==> config.mk <==
export PLATFORM = sky130hd
export DESIGN_NAME = plc_cell
export DESIGN_NICKNAME = d
export VERILOG_FILES = /design/src/rtl/plc_pkg.sv /design/src/rtl/plc_cfg_reg.sv /design/src/rtl/plc_func.sv /design/src/rtl/plc_bus_drv.sv /design/src/rtl/plc_cell.sv
export SDC_FILE = /design/constraint.sdc
export NUM_CORES = 1
export LEC_CHECK = 0
export BUFFER_PORTS_ARGS = -buffer_cell sky130_fd_sc_hd__buf_2
export CAP_MARGIN = 20
export CELL_PAD_IN_SITES_DETAIL_PLACEMENT = 0
export CELL_PAD_IN_SITES_GLOBAL_PLACEMENT = 1
export CORE_ASPECT_RATIO = 1.75
export CORE_MARGIN = 1
export CORE_UTILIZATION = 32
export CTS_CLUSTER_DIAMETER = 40
export CTS_CLUSTER_SIZE = 25
export DETAILED_ROUTE_END_ITERATION = 8
export GPL_TIMING_DRIVEN = 0
export PLACE_DENSITY = 0.79
export SETUP_SLACK_MARGIN = 0.1
export SLEW_MARGIN = 20
export SYNTH_ARGS = -nofsm -noshare
export SYNTH_HDL_FRONTEND = slang
export SYNTH_SLANG_ARGS = --single-unit
==> constraint.sdc <==
create_clock -name clk -period 1.8 [get_ports clk]
set_input_delay 0.36 -clock clk [delete_from_list [all_inputs] [get_ports clk]]
set_output_delay 0.36 -clock clk [all_outputs]
set_load 0.1 [all_outputs]
==> src/rtl/plc_pkg.sv <==
package plc_pkg;
  localparam int CFG_W  = 16;
  localparam int N_NBR  = 4;
  localparam int N_BUS  = 4;
  localparam int N_CORN = 2;
  localparam int IDX_W  = $clog2(CFG_W);

  typedef enum logic [1:0] {
    FN_CONST = 2'd0,
    FN_MUX   = 2'd1,
    FN_REG   = 2'd2,
    FN_AND   = 2'd3
  } fn_e;

  typedef enum logic [1:0] {
    OP_WORD   = 2'd0,
    OP_BIT    = 2'd1,
    OP_PRESET = 2'd2,
    OP_NONE   = 2'd3
  } op_e;

  typedef struct packed {
    logic              b_inv;
    logic [N_CORN-1:0] corner;
    logic [N_BUS-1:0]  a_route;
    logic [1:0]        sel_s;
    logic [1:0]        sel_b;
    logic [1:0]        sel_a;
    logic              const_val;
    fn_e               mode;
  } cfg_t;

  function automatic cfg_t std_state(input logic [1:0] idx);
    cfg_t c;
    c = '0;
    case (idx)
      2'd0: c.mode = FN_CONST;
      2'd1: begin c.mode = FN_CONST; c.const_val = 1'b1; end
      2'd2: begin c.mode = FN_MUX; c.sel_a = 2'd0; c.sel_b = 2'd1; c.sel_s = 2'd0; end
      default: begin c.mode = FN_REG; c.sel_a = 2'd0; c.sel_b = 2'd1; c.sel_s = 2'd0; end
    endcase
    return c;
  endfunction
endpackage

==> src/rtl/plc_cfg_reg.sv <==
module plc_cfg_reg
  import plc_pkg::*;
#(
  parameter int AW      = 6,
  parameter int CELL_ID = 5
) (
  input  logic          clk,
  input  logic          rst,
  input  logic          prg_we,
  input  logic [AW-1:0] prg_addr,
  input  logic [1:0]    prg_op,
  input  logic [CFG_W-1:0] prg_data,
  output cfg_t          cfg_q
);
  localparam logic [AW-1:0] MY_ADDR = AW'(CELL_ID);

  logic hit;
  cfg_t cfg_d;
  logic [CFG_W-1:0] bitw;

  assign hit = prg_we && (prg_addr == MY_ADDR);

  always_comb begin
    bitw = cfg_q;
    bitw[prg_data[IDX_W-1:0]] = prg_data[IDX_W];
    case (op_e'(prg_op))
      OP_WORD:   cfg_d = cfg_t'(prg_data);
      OP_BIT:    cfg_d = cfg_t'(bitw);
      OP_PRESET: cfg_d = std_state(prg_data[1:0]);
      default:   cfg_d = cfg_q;
    endcase
  end

  always_ff @(posedge clk) begin
    if (rst)      cfg_q <= '0;
    else if (hit) cfg_q <= cfg_d;
  end

  AST_CFG_HOLD: assert property (@(posedge clk) disable iff (rst)
    !hit |=> $stable(cfg_q));
  AST_BIT_SINGLE: assert property (@(posedge clk) disable iff (rst)
    (hit && prg_op == 2'd1) |=> ($countones(cfg_q ^ $past(cfg_q)) <= 1));
endmodule

==> src/rtl/plc_func.sv <==
module plc_func
  import plc_pkg::*;
(
  input  logic             clk,
  input  logic             rst,
  input  cfg_t             cfg,
  input  logic [N_NBR-1:0] nbr_i,
  input  logic [N_BUS-1:0] bus_i,
  output logic             fn_a,
  output logic             fn_b
);
  logic in_a, in_b, in_s, mux, q;

  assign in_a = nbr_i[cfg.sel_a];
  assign in_b = nbr_i[cfg.sel_b];
  assign in_s = bus_i[cfg.sel_s];
  assign mux  = in_s ? in_b : in_a;

  always_ff @(posedge clk) begin
    if (rst) q <= 1'b0;
    else     q <= mux;
  end

  always_comb begin
    case (cfg.mode)
      FN_CONST: fn_a = cfg.const_val;
      FN_MUX:   fn_a = mux;
      FN_REG:   fn_a = q;
      default:  fn_a = in_a & in_b;
    endcase
  end

  assign fn_b = fn_a ^ cfg.b_inv;

  AST_REG_FOLLOWS: assert property (@(posedge clk) disable iff (rst)
    (cfg.mode == FN_REG && $past(!rst)) |-> fn_a == $past(mux));
endmodule

==> src/rtl/plc_bus_drv.sv <==
module plc_bus_drv
  import plc_pkg::*;
(
  input  logic             clk,
  input  logic             rst,
  input  cfg_t             cfg,
  input  logic             fn_a,
  input  logic [N_BUS-1:0] bus_i,
  output logic [N_BUS-1:0] bus_o,
  output logic [N_BUS-1:0] bus_oe
);
  for (genvar i = 0; i < N_BUS; i++) begin : g_line
    logic pass_en, pass_val;
    if (i < N_CORN) begin : g_corner
      assign pass_en  = cfg.corner[i];
      assign pass_val = bus_i[i + N_CORN];
    end else begin : g_plain
      assign pass_en  = 1'b0;
      assign pass_val = 1'b0;
    end
    assign bus_oe[i] = cfg.a_route[i] | pass_en;
    assign bus_o[i]  = cfg.a_route[i] ? fn_a : (pass_en ? pass_val : 1'b0);

    AST_IDLE_LOW: assert property (@(posedge clk) disable iff (rst)
      !bus_oe[i] |-> !bus_o[i]);
  end
endmodule

==> src/rtl/plc_cell.sv <==
module plc_cell
  import plc_pkg::*;
#(
  parameter int AW      = 6,
  parameter int CELL_ID = 5,
  parameter bit STUB    = 1'b0
) (
  input  logic             clk,
  input  logic             rst,
  input  logic             prg_we,
  input  logic [AW-1:0]    prg_addr,
  input  logic [1:0]       prg_op,
  input  logic [15:0]      prg_data,
  input  logic [3:0]       nbr_i,
  input  logic [3:0]       bus_i,
  output logic             out_a,
  output logic             out_b,
  output logic [3:0]       bus_o,
  output logic [3:0]       bus_oe
);
  if (STUB) begin : g_stub
    assign out_a  = 1'b0;
    assign out_b  = 1'b0;
    assign bus_o  = '0;
    assign bus_oe = '0;
  end else begin : g_full
    cfg_t cfg;

    plc_cfg_reg #(.AW(AW), .CELL_ID(CELL_ID)) u_cfg (
      .clk(clk), .rst(rst), .prg_we(prg_we), .prg_addr(prg_addr),
      .prg_op(prg_op), .prg_data(prg_data), .cfg_q(cfg));

    plc_func u_func (
      .clk(clk), .rst(rst), .cfg(cfg), .nbr_i(nbr_i), .bus_i(bus_i),
      .fn_a(out_a), .fn_b(out_b));

    plc_bus_drv u_bus (
      .clk(clk), .rst(rst), .cfg(cfg), .fn_a(out_a), .bus_i(bus_i),
      .bus_o(bus_o), .bus_oe(bus_oe));

    AST_RST_QUIET: assert property (@(posedge clk)
      rst |=> (!out_a && !out_b && bus_oe == 4'b0));
    AST_CONST_OUT: assert property (@(posedge clk) disable iff (rst)
      cfg.mode == FN_CONST |-> out_a == cfg.const_val);
    AST_ROUTE_DRIVE: assert property (@(posedge clk) disable iff (rst)
      cfg.a_route[0] |-> (bus_oe[0] && bus_o[0] == out_a));
    AST_CORNER_PASS: assert property (@(posedge clk) disable iff (rst)
      (cfg.corner[0] && !cfg.a_route[0]) |-> (bus_oe[0] && bus_o[0] == bus_i[2]));
  end
endmodule

Yosys cells after proc, flatten, opt, wreduce, memory -nomap -nowiden. Index checks and enable logic that the tools add are counted.

Order comparisons: 5. Multiplexer cells: 21. Reductions and logical operators: 8. Bitwise gates (word level): 4. Equal/unequal tests: 7.

Operator list (count): $pmux W16 S3 (1); $bwmux W16 (1); $mux W1 (12); $lt A2 B3 Y1 const B (3); $bmux W1 S2 (3); $eq A2 B1 Y1 const B (3); $eq A2 B2 Y1 const B (3); $eq A6 B3 Y1 const B (1); $logic_not A2 Y1 (3); $lt A4 B5 Y1 const B (1); $demux W1 S4 (1); $ge A4 B1 Y1 const B (1); $pmux W2 S2 (1); $mux W3 (1); $pmux W1 S3 (1); $reduce_bool A3 Y1 (1); $logic_and A1 B1 Y1 (2); $or A1 B1 Y1 (2); $reduce_and A2 Y1 (1); $reduce_or A2 Y1 (1); $and A1 B1 Y1 (1); $xor A1 B1 Y1 (1).

Input port bits: 35. Output and inout bits: 10. Register bits after elaboration: 17.

Longest topological paths before layout. Gate-level depths: netlist (run 1).

Depth after elaboration: 6. Gate-level depth with buffers: 7.

Hierarchy. From an unflattened synthesis (run 1), not the netlist that was laid out.

Cell total of the unflattened synthesis: 165. Area, all modules: 1540.2 sq um.

Modules (own cells, without submodules): plc_cfg_reg (area each 1256.2 sq um, cells each 132, times used 1); plc_func (area each 219.0 sq um, cells each 21, times used 1); plc_bus_drv (area each 65.1 sq um, cells each 12, times used 1).

Worst setup path before layout (run 1). No wires, ideal clock.

Path type: reg-to-output. Start point: register g_full.u_cfg.cfg_q[7] in the netlist's numbering. End point: output port out_b. Arrival time: 2.816 ns. Path slack: -1.376 ns. Stages on the path, launching flop included: 6. Required time: 1.440 ns. Path through: dfxtp_1 mux4_2 nand2b_1 nand2_1 a22oi_4 xnor2_1.

Cells in the longest elaborated chain, start to end: 5.

Ends and longest elaborated chain: start, declared (line plc_cfg_reg.sv:13) `output cfg_t cfg_q`; start signal, assigned (line plc_cfg_reg.sv:36) `else if (hit) cfg_q <= cfg_d;`; $bmux W1 S2 (line plc_func.sv:16) `assign in_s = bus_i[cfg.sel_s];`; $mux W1 (not written as such) (line plc_func.sv:16); $mux W1 (line plc_func.sv:17) `assign mux = in_s ? in_b : in_a;`; $pmux W1 S3 (line plc_func.sv:25) `case (cfg.mode)`; $xor A1 B1 Y1 (line plc_func.sv:33) `assign fn_b = fn_a ^ cfg.b_inv;`; end, declared (line plc_cell.sv:17) `output logic out_b,`.

Every way passes these cells. The select of a mux whose other input is x is not followed.

Final worst setup path (run 1). Ends and elaborated chain as after synthesis.

==> results.py, run 1 <==
metrics = {
    "route": {
        "wirelength_microns": 4068,
        "first_pass_iters": 4,
        "drtIter0Drc": 31,
        "wl_per_cell_microns": 15.47,
        "vias": 1440,
        "ant_nets": 0,
        "drc": 0,
        "vias_per_cell": 5.475,
    },
    "setup_path": {
        "cp.required_ps": 1440,
        "ff2ff_setup_slack_ps": 520,
        "r2r_start": "g_full.u_cfg.cfg_q[7]",
        "cp-end-kind": "output port",
        "reg2reg_to": "g_full.u_func.q",
        "crit_fanout": 6,
        "critPathArrivalTime_ps": 2080,
        "crit_type": "flop to output port",
        "cp-start-kind": "flop",
        "r2r_cells": 3,
    },
    "synthesis": {
        "yosysMostFrequentCell": "nor2_1",
        "yosys.area.top_type": "dfxtp_1",
        "synth_commonest_cells": "21 x nor2_1, 17 x dfxtp_1, 13 x a21oi_1, 13 x nand2_1, 9 x nor3_1",
        "yosys_warnings": 0,
        "synth_edf_count": 0,
        "syn_area_sq_um": 1343,
        "postSynthAreaPerCell_sq_um": 8.137,
        "ys.flop_type": "dfxtp_1",
        "syn_inst": 165,
        "synth.net_count": 203,
        "ys_ff_latch": 17,
        "async_flop_share_pct": 0,
        "synth_top_area_share_pct": 25.35,
        "yosysUniqueCellTypes": 41,
        "yosysSeqAreaShare_pct": 25.35,
        "ys_top_cells_by_area": "dfxtp_1 25%, mux2_2 6.7%, nor2_1 5.9%, a221oi_1 5.2%, mux4_2 5.0%",
    },
    "placement": {
        "gp_congestion": 0.8383,
        "io_buffers": 43,
        "place.detailed.hpwl_microns": 3047,
    },
    "clock_network": {
        "insertion_delay_ps": 270,
        "cts_buffers": 3,
        "cts_tree": "done",
        "holdBufCountCts": 0,
        "path_clk_slew_ps": 70,
        "clock_sinks": 17,
        "ctsRootBufferMaster": "clkbuf_8",
        "cts_buffer_depth": 2,
        "h-tree-depth": 1,
    },
    "finish": {
        "nets": 254,
        "diodes": 0,
        "fin_util_pct": 47.43,
        "drive_gt1_share_pct": 40.93,
        "syn_to_final_growth_pct": 39.24,
    },
    "timing": {
        "layout_min_cycle_time_ps": 2436,
        "worst_slew_pin_slew_ps": 583.2,
        "setup-tns-final_ps": -3548,
        "finalClockSkew_ps": 3.454,
        "hold_viol": 0,
        "setup_viol": 6,
        "finalWorstSetupSlack_ps": -636.3,
        "drv_slew": 0,
        "rsz0062_at_grt": "true",
        "slew_headroom_pct": 60.97,
        "max_freq_mhz": 410.5,
        "period_share_pct": 135.4,
    },
    "floorplan": {
        "initial_core_util_pct": 34.06,
        "io_pins": 45,
        "fp.dieArea_sq_um": 4469,
        "die_width_microns": 50.97,
        "coreArea_sq_um": 3941,
        "rows": 30,
        "chipHeight_microns": 87.69,
    },
    "global_routing": {
        "grt_first_pass_wirelength_microns": 6472,
        "first_global_vias": 1394,
        "grt-ovfl-total": 0,
        "antenna_found_initial": 0,
        "grt_usage_pct": 19.64,
        "grt_max_degree": 11,
    },
    "outcome": {
        "status": "complete, but fails checks",
        "failed_checks": "negative setup slack",
    },
    "power": {
        "power_density_nw_per_um2": 472.4,
        "ir_drop_v": 0.0004140,
        "leakage_nw": 0.7533,
        "p_total_mw": 0.8830,
    },
    "hold_path": {
        "worstHoldEndpoint": "g_full.u_cfg.cfg_q[11]",
        "whs_path_depth": 3,
        "hold_class": "primary input to flop",
        "min-delay-start": "prg_data[11]",
    },
    "flow_run": {
        "maxCapViolCount": 0,
    },
}
## layout make-up
| class | instances | area [sq um] |
|---|---|---|
| clock inverter | 1 | 5.005 |
| timing repair buffer | 46 | 335.3 |
| inverter | 6 | 22.52 |
| clock buffer | 3 | 41.29 |
| buffer | 13 | 78.83 |
| fill | 420 | 2072 |
| sequential | 17 | 342.8 |
| tap | 48 | 60.06 |
| multi-input combinational | 129 | 983.4 |
## worst max-delay path: stages, from the launching register on
cell and delay [ps]:
dfxtp_2 360, mux4_2 560, a32o_2 260, a22oi_4 140, buf_12 170, xnor2_4 120, buf_12 190
## logic make-up (layout without fill, tap and decap cells)
logic type,after synthesis,count (layout),synth area share [%]
AO/OA/AOI/OAI,39,39,21.25
XOR/XNOR,1,1,0.6525
adder cells (fa/ha/maj),3,3,2.796
buffers and inverters,19,69,7.082
flip-flops,17,17,25.35
multiplexers,17,17,16.22
AND/OR/NAND/NOR,69,69,26.65
## metrics by stage
stage | hold slack, ps | setup slack [ps] | instance area, sq um | std cells
after floorplan | 445.2 | -567.6 | 1401 | 165
after global placement | 488.4 | -870.5 | 1677 | 256
after detailed placement | 490.0 | -881.7 | 1677 | 256
after CTS | 396.6 | -669.5 | 1843 | 262
after global routing | 414.5 | -674.2 | 1869 | 263
final | 389.9 | -636.3 | 1869 | 263
## metal layers
layer  global-route usage, %  part of all wire [%]  vias to the layer above
li1                        -                     -                      711
met1                   21.49                    38                      678
met2                   36.48                    55                       42
met3                   1.736                   3.9                        9
met4                   9.848                   2.8                        0
met5                       0                     0                        -
## what timing repair did
action	in CTS	in global routing
endpoints found under the hold margin	0	0
gates resized for setup	28	4
setup endpoints to repair	14	15
buffers inserted	2	1
pin swaps	3	2
## placed cells by master, fill, tap and decap left out, types with 2 or more instances in the layout
master / count
buf_2: 39
inv_1: 5
nand2_1: 12
nand4_1: 2
mux2_2: 8
o21ai_0: 4
nor2_1: 21
o211ai_1: 3
nor2b_4: 2
nand2b_1: 4
nor3_1: 9
or2_2: 2
a211oi_1: 2
mux2i_1: 4
nand2_2: 2
mux4_2: 3
nor2b_1: 2
buf_4: 6
o31ai_1: 3
nand3_1: 3
o221ai_1: 3
ha_1: 3
dfxtp_2: 2
mux2i_4: 2
clkbuf_8: 3
a221oi_1: 8
dfxtp_1: 15
a21oi_1: 13
buf_12: 6
nor4b_2: 2
clkbuf_1: 3
## where the power goes
| group | switching [mW] | total (mW) | internal, mW |
|---|---|---|---|
| Sequential | 0.00241 | 0.381 | 0.379 |
| Combinational | 0.110 | 0.187 | 0.0765 |
| Clock | 0.160 | 0.315 | 0.155 |
| Total | 0.273 | 0.883 | 0.610 |
## flip-flops by register name, indices dropped and copies added (netlist names)
signal and count:
g_full.u_func.q 1, g_full.u_cfg.cfg_q 16
## worst max path at each step
stage               end                  start  cells after the start  slack (ps)
4_1_cts        bus_o[1]  g_full.u_cfg.cfg_q[7]                      7        -670
2_1_floorplan     out_a  g_full.u_cfg.cfg_q[3]                      4        -570
3_5_place_dp      out_b               bus_i[3]                      6        -880
3_3_place_gp      out_b               bus_i[3]                      6        -870
5_1_grt           out_b  g_full.u_cfg.cfg_q[7]                      6        -670
6_report          out_b  g_full.u_cfg.cfg_q[7]                      6        -640
Power figures use the tool's default switching activity.
==> run 2: changes to the inputs <==
--- a/config.mk
+++ b/config.mk
@@ -11,13 +11,12 @@
 export CELL_PAD_IN_SITES_GLOBAL_PLACEMENT = 1
 export CORE_ASPECT_RATIO = 1.75
 export CORE_MARGIN = 1
-export CORE_UTILIZATION = 32
+export CORE_UTILIZATION = 39
 export CTS_CLUSTER_DIAMETER = 40
 export CTS_CLUSTER_SIZE = 25
 export DETAILED_ROUTE_END_ITERATION = 8
 export GPL_TIMING_DRIVEN = 0
-export PLACE_DENSITY = 0.79
-export SETUP_SLACK_MARGIN = 0.1
+export PLACE_DENSITY = 0.89
 export SLEW_MARGIN = 20
 export SYNTH_ARGS = -nofsm -noshare
 export SYNTH_HDL_FRONTEND = slang
==> constraint.sdc (replaced) <==
create_clock -name clk -period 3.05 [get_ports clk]
set_input_delay 0 -clock clk [delete_from_list [all_inputs] [get_ports clk]]
set_output_delay 0 -clock clk [all_outputs]
set_load 0.1 [all_outputs]
==> run 2 against run 1 <==
Compared with the run above:
- the run now ends clean
- highest routed layer unchanged
- critical endpoint unchanged
- register-to-register slack improved by 1200 ps
- global-route usage increased by 4.3 points
- core utilization is 4.2 points higher
- final cell count shrank 3.0%
- count of clock-buffer cells in the layout up 1
- largest cell class unchanged
- flip-flop and latch count stayed put
==> results.py, run 2 (synthesized netlist as in run 1, its figures left out) <==
metrics = {
    "outcome": {
        "status": "finished clean",
    },
    "setup_path": {
        "critPathBufInv": 1,
        "cp-end-kind": "output port",
        "r2r_cells": 3,
        "ff2ff_setup_slack_ps": 1730,
        "r2r_start": "g_full.u_cfg.cfg_q[7]",
        "crit_type": "flop to output port",
        "crit_fanout": 6,
        "critPathArrivalTime_ps": 2350,
        "reg2reg_to": "g_full.u_func.q",
        "cp-start-kind": "flop",
        "cp_cell_sequence": "mux4_2, a32o_1, a22oi_4, xnor2_1, buf_2",
        "slowest_delay_ps": 540,
        "path_delay_family": "compound AO/OA/AOI/OAI gates",
        "cp.required_ps": 3050,
        "slowest_stage": "mux4_2",
    },
    "clock_network": {
        "cts_buffers": 3,
        "post-cts-setup-buffers": 0,
        "path_clk_slew_ps": 70,
        "clock_sinks": 17,
        "holdBufCountCts": 0,
        "ctsRootBufferMaster": "clkbuf_8",
        "cts_tree": "done",
        "insertion_delay_ps": 260,
        "h-tree-depth": 1,
        "cts_resized": 0,
        "cts_buffer_depth": 2,
    },
    "flow_run": {
        "maxCapViolCount": 0,
    },
    "route": {
        "wl_per_cell_microns": 15.69,
        "vias_per_cell": 5.710,
        "drtIter0Drc": 49,
        "wirelength_microns": 4002,
        "ant_nets": 0,
        "vias": 1456,
        "first_pass_iters": 4,
        "drc": 0,
    },
    "timing": {
        "period_share_pct": 77.15,
        "setup_viol": 0,
        "holdWs_ps": 38.57,
        "rsz0062_at_grt": "false",
        "hold_viol": 0,
        "drv_slew": 0,
        "finalClockSkew_ps": 5.022,
        "worst_slew_pin_slew_ps": 618.6,
        "max_freq_mhz": 425.0,
        "layout_min_cycle_time_ps": 2353,
        "setup-tns-final_ps": 0,
        "slew_headroom_pct": 58.61,
    },
    "finish": {
        "fin_util_pct": 51.62,
        "mostFrequentLayoutCell": "buf_2",
        "diodes": 0,
        "nets": 251,
        "layout_common_cells": "47 x buf_2, 21 x nor2_1, 17 x dfxtp_1",
        "top_register": "g_full.u_cfg.cfg_q",
        "reg.largest.list": "g_full.u_cfg.cfg_q: 16 flops, g_full.u_func.q: 1 flops",
        "largest_register_ffs": 16,
        "drive_gt1_share_pct": 33.96,
        "syn_to_final_growth_pct": 23.39,
    },
    "hold_path": {
        "min-delay-start": "prg_data[12]",
        "hold_class": "primary input to flop",
        "whs_path_depth": 3,
        "worstHoldEndpoint": "g_full.u_cfg.cfg_q[12]",
    },
    "global_routing": {
        "grt-ovfl-total": 0,
        "grt_first_pass_wirelength_microns": 6610,
        "first_global_vias": 1492,
        "grt_usage_pct": 23.92,
        "antenna_found_initial": 0,
        "grt_max_degree": 11,
    },
    "placement": {
        "io_buffers": 43,
        "gp_congestion": 0.8825,
        "place.detailed.hpwl_microns": 3153,
    },
    "power": {
        "ir_drop_v": 0.0002631,
        "power_density_nw_per_um2": 304.2,
        "p_total_mw": 0.5040,
        "leakage_nw": 0.6842,
    },
    "floorplan": {
        "chipHeight_microns": 79.62,
        "io_pins": 45,
        "coreArea_sq_um": 3209,
        "die_width_microns": 46.35,
        "rows": 27,
        "fp.dieArea_sq_um": 3690,
        "initial_core_util_pct": 41.83,
    },
}
==> run 2: routing by layer <==
metal  wire [microns]  GRT usage (%)  part of all wire, %  vias to the layer above
met5                0              0                    0                        -
met4              116          8.235                  2.9                        0
met3              150          3.394                  3.7                       13
met2             2327          44.72                   58                       50
met1             1407          24.96                   35                      691
li1                 -              -                    -                      702
==> run 2: layout make-up <==
type | count | area [sq um]
multi-input combinational | 129 | 907.1
inverter | 6 | 22.52
fill | 330 | 1553
timing repair buffer | 43 | 215.2
sequential | 17 | 340.3
clock buffer | 4 | 45.04
tap | 43 | 53.80
buffer | 13 | 72.57
==> run 2: how the worst max path moves through the flow <==
stage                     startpoint    end  slack (ps)  cells after the start
2_1_floorplan  g_full.u_cfg.cfg_q[7]  out_b         230                      5
3_3_place_gp   g_full.u_cfg.cfg_q[3]  out_b         980                      5
3_5_place_dp   g_full.u_cfg.cfg_q[3]  out_b         960                      5
4_1_cts        g_full.u_cfg.cfg_q[3]  out_b         680                      5
5_1_grt        g_full.u_cfg.cfg_q[3]  out_b         620                      5
6_report       g_full.u_cfg.cfg_q[3]  out_b         700                      5
==> run 2: metrics by stage <==
| step | cell area, sq um | setup WS (ps) | cells |
|---|---|---|---|
| 6_report | 1657 | 696.8 | 255 |
| 3_3_place_gp | 1612 | 979.3 | 251 |
| 4_1_cts | 1657 | 682.4 | 255 |
| 3_5_place_dp | 1612 | 964.3 | 251 |
| 2_1_floorplan | 1343 | 233.6 | 165 |
| 5_1_grt | 1657 | 622.6 | 255 |
==> run 2: power breakdown <==
part / leakage [nW] / total, mW / internal (mW) / switching [mW]
Clock: 0.0228 / 0.173 / 0.0928 / 0.0802
Combinational: 0.524 / 0.106 / 0.0416 / 0.0642
Sequential: 0.137 / 0.225 / 0.224 / 0.00128
Total: 0.684 / 0.504 / 0.358 / 0.146
==> run 2: worst min-delay path: cells and delay by family <==
kind	cells	cell delay (ps)
AO/OA/AOI/OAI	1	60
buffers and inverters	1	80
AND/OR/NAND/NOR	1	110
==> run 3: changes to the inputs <==
--- a/config.mk
+++ b/config.mk
@@ -11,12 +11,12 @@
 export CELL_PAD_IN_SITES_GLOBAL_PLACEMENT = 1
 export CORE_ASPECT_RATIO = 1.75
 export CORE_MARGIN = 1
-export CORE_UTILIZATION = 39
+export CORE_UTILIZATION = 32
 export CTS_CLUSTER_DIAMETER = 40
 export CTS_CLUSTER_SIZE = 25
 export DETAILED_ROUTE_END_ITERATION = 8
 export GPL_TIMING_DRIVEN = 0
-export PLACE_DENSITY = 0.89
+export PLACE_DENSITY = 0.79
 export SLEW_MARGIN = 20
 export SYNTH_ARGS = -nofsm -noshare
 export SYNTH_HDL_FRONTEND = slang
==> constraint.sdc (replaced) <==
create_clock -name clk -period 2.03 [get_ports clk]
set_input_delay 0 -clock clk [delete_from_list [all_inputs] [get_ports clk]]
set_output_delay 0 -clock clk [all_outputs]
set_load 0.1 [all_outputs]
==> run 3 against run 2 <==
Compared with the run above:
- the run now ends with negative setup slack left
- total power is 52% higher
- count of clock-buffer cells in the layout stayed put
- sequential power is 50% higher
- worst hold slack better by 11 ps
- die area is 21% higher
- first-iteration DRC count is 16% higher
- global-route usage is 4.3 points lower
- critical endpoint unchanged
- largest cell class unchanged
==> results.py, run 3 (synthesized netlist as in run 1, its figures left out) <==
metrics = {
    "outcome": {
        "status": "complete, but fails checks",
        "failed_checks": "negative setup slack",
    },
    "timing": {
        "period_share_pct": 101.9,
        "hold_viol": 0,
        "worst_slew_pin_slew_ps": 602.2,
        "finalClockSkew_ps": 0.3600,
        "finalWorstSetupSlack_ps": -38.71,
        "slew_headroom_pct": 59.71,
        "drv_slew": 0,
        "max_freq_mhz": 483.4,
        "layout_min_cycle_time_ps": 2069,
        "rsz0062_at_grt": "true",
        "setup_viol": 2,
    },
    "finish": {
        "mostFrequentLayoutCell": "buf_2",
        "nets": 255,
        "diodes": 0,
        "layout_common_cells": "41 x buf_2, 21 x nor2_1, 15 x dfxtp_1",
        "reg.largest.list": "g_full.u_cfg.cfg_q: 16 flops, g_full.u_func.q: 1 flops",
        "top_register": "g_full.u_cfg.cfg_q",
        "fin_util_pct": 45.71,
        "syn_to_final_growth_pct": 34.20,
        "final_cells": 264,
        "largest_register_ffs": 16,
        "drive_gt1_share_pct": 39.81,
    },
    "power": {
        "combPwrFrac_pct": 22.0,
        "internal_power_mw": 0.5434,
        "p_seq_share_pct": 44.1,
        "leakage_nw": 0.7477,
        "p_sw_mw": 0.2234,
        "ir_drop_v": 0.0003446,
        "switching_share_pct": 29.13,
        "power_frac_clock_pct": 33.9,
        "power_density_nw_per_um2": 425.6,
    },
    "route": {
        "wirelength_microns": 4075,
        "ant_nets": 0,
        "drc": 0,
        "vias_per_cell": 5.417,
        "drtIter0Drc": 57,
        "wl_per_cell_microns": 15.44,
        "first_pass_iters": 4,
        "vias": 1430,
    },
    "floorplan": {
        "fp.dieArea_sq_um": 4469,
        "coreArea_sq_um": 3941,
        "die_width_microns": 50.97,
        "chipHeight_microns": 87.69,
        "initial_core_util_pct": 34.06,
        "rows": 30,
        "io_pins": 45,
    },
    "placement": {
        "placedCellCount": 256,
        "place.detailed.hpwl_microns": 3064,
        "gp_congestion": 0.8737,
        "io_buffers": 43,
    },
    "global_routing": {
        "first_global_vias": 1412,
        "antenna_found_initial": 0,
        "grt_usage_pct": 19.59,
        "grt-ovfl-total": 0,
        "grt_max_degree": 11,
        "grt_first_pass_wirelength_microns": 6644,
    },
    "flow_run": {
        "maxCapViolCount": 0,
    },
    "clock_network": {
        "clock_sinks": 17,
        "cts_buffers": 3,
        "cts_tree": "done",
        "cts_buffer_depth": 2,
        "h-tree-depth": 1,
        "insertion_delay_ps": 250,
        "ctsRootBufferMaster": "clkbuf_8",
        "holdBufCountCts": 0,
        "path_clk_slew_ps": 70,
    },
    "setup_path": {
        "ff2ff_setup_slack_ps": 660,
        "crit_type": "flop to output port",
        "reg2reg_to": "g_full.u_func.q",
        "critPathArrivalTime_ps": 2070,
        "crit_start": "g_full.u_cfg.cfg_q[3]",
        "cp-end-kind": "output port",
        "r2r_cells": 4,
        "r2r_start": "g_full.u_cfg.cfg_q[7]",
        "cp-start-kind": "flop",
        "cp.required_ps": 2030,
        "crit_fanout": 6,
    },
    "hold_path": {
        "hold_class": "primary input to flop",
        "min-delay-start": "prg_data[7]",
        "worstHoldEndpoint": "g_full.u_cfg.cfg_q[7]",
        "whs_path_depth": 3,
    },
}
[run 3: power by group through the flow]
stage	logic, mW	clock network [mW]	registers [mW]
2_1_floorplan	0.0952	0	0.345
3_3_place_gp	0.160	0	0.346
3_5_place_dp	0.159	0	0.346
4_1_cts	0.166	0.265	0.338
5_1_grt	0.182	0.274	0.339
6_report	0.169	0.260	0.338
[run 3: worst max-delay path by stage]
| stage | end | slack [ps] |
|---|---|---|
| floorplan | bus_o[0] | -270 |
| global placement | out_b | -40 |
| detailed placement | out_b | -50 |
| CTS | out_b | -40 |
| global route | out_b | -110 |
| finish | out_b | -40 |
[run 3: final cells by class]
| type | count | area (sq um) |
|---|---|---|
| fillers | 414 | 2140 |
| well taps | 48 | 60.06 |
| plain buffers | 13 | 72.57 |
| inverters | 6 | 22.52 |
| multi-input cells | 129 | 954.7 |
| repair buffers | 47 | 304.0 |
| flip-flops and latches | 17 | 342.8 |
| clock buffers | 4 | 45.04 |
[run 3: critical path, stage by stage, from the launching register on]
cell and delay, ps:
dfxtp_2 340, mux4_2 550, a32o_2 310, a22oi_4 140
buf_12 160, xnor2_4 120, buf_12 190
[run 3: stage by stage]
stage / area [sq um] / setup TNS (ps) / power [mW] / hold WS [ps] / setup slack [ps]
5_1_grt: 1802 / -255.8 / 0.7951 / 74.24 / -109.3
4_1_cts: 1785 / -70.36 / 0.7691 / 49.59 / -36.24
3_5_place_dp: 1638 / -45.73 / 0.5055 / 312.7 / -45.73
2_1_floorplan: 1363 / -794.2 / 0.4405 / 196.9 / -268.3
3_3_place_gp: 1638 / -43.04 / 0.5062 / 300.3 / -43.04
6_report: 1802 / -49.67 / 0.7668 / 49.77 / -38.71
[run 3: what timing repair did]
action,CTS,global route
pin swaps,2,2
resized for setup,19,3
gates cloned,0,0
buffers inserted,3,2
setup endpoints to repair,6,6
[run 3: routing by layer]
metal	routed length [microns]	up-vias	track usage, %
li1	-	711	-
met5	0	-	0
met1	1532	653	21.98
met4	127	0	9.091
met3	213	12	2.257
met2	2201	54	35.77
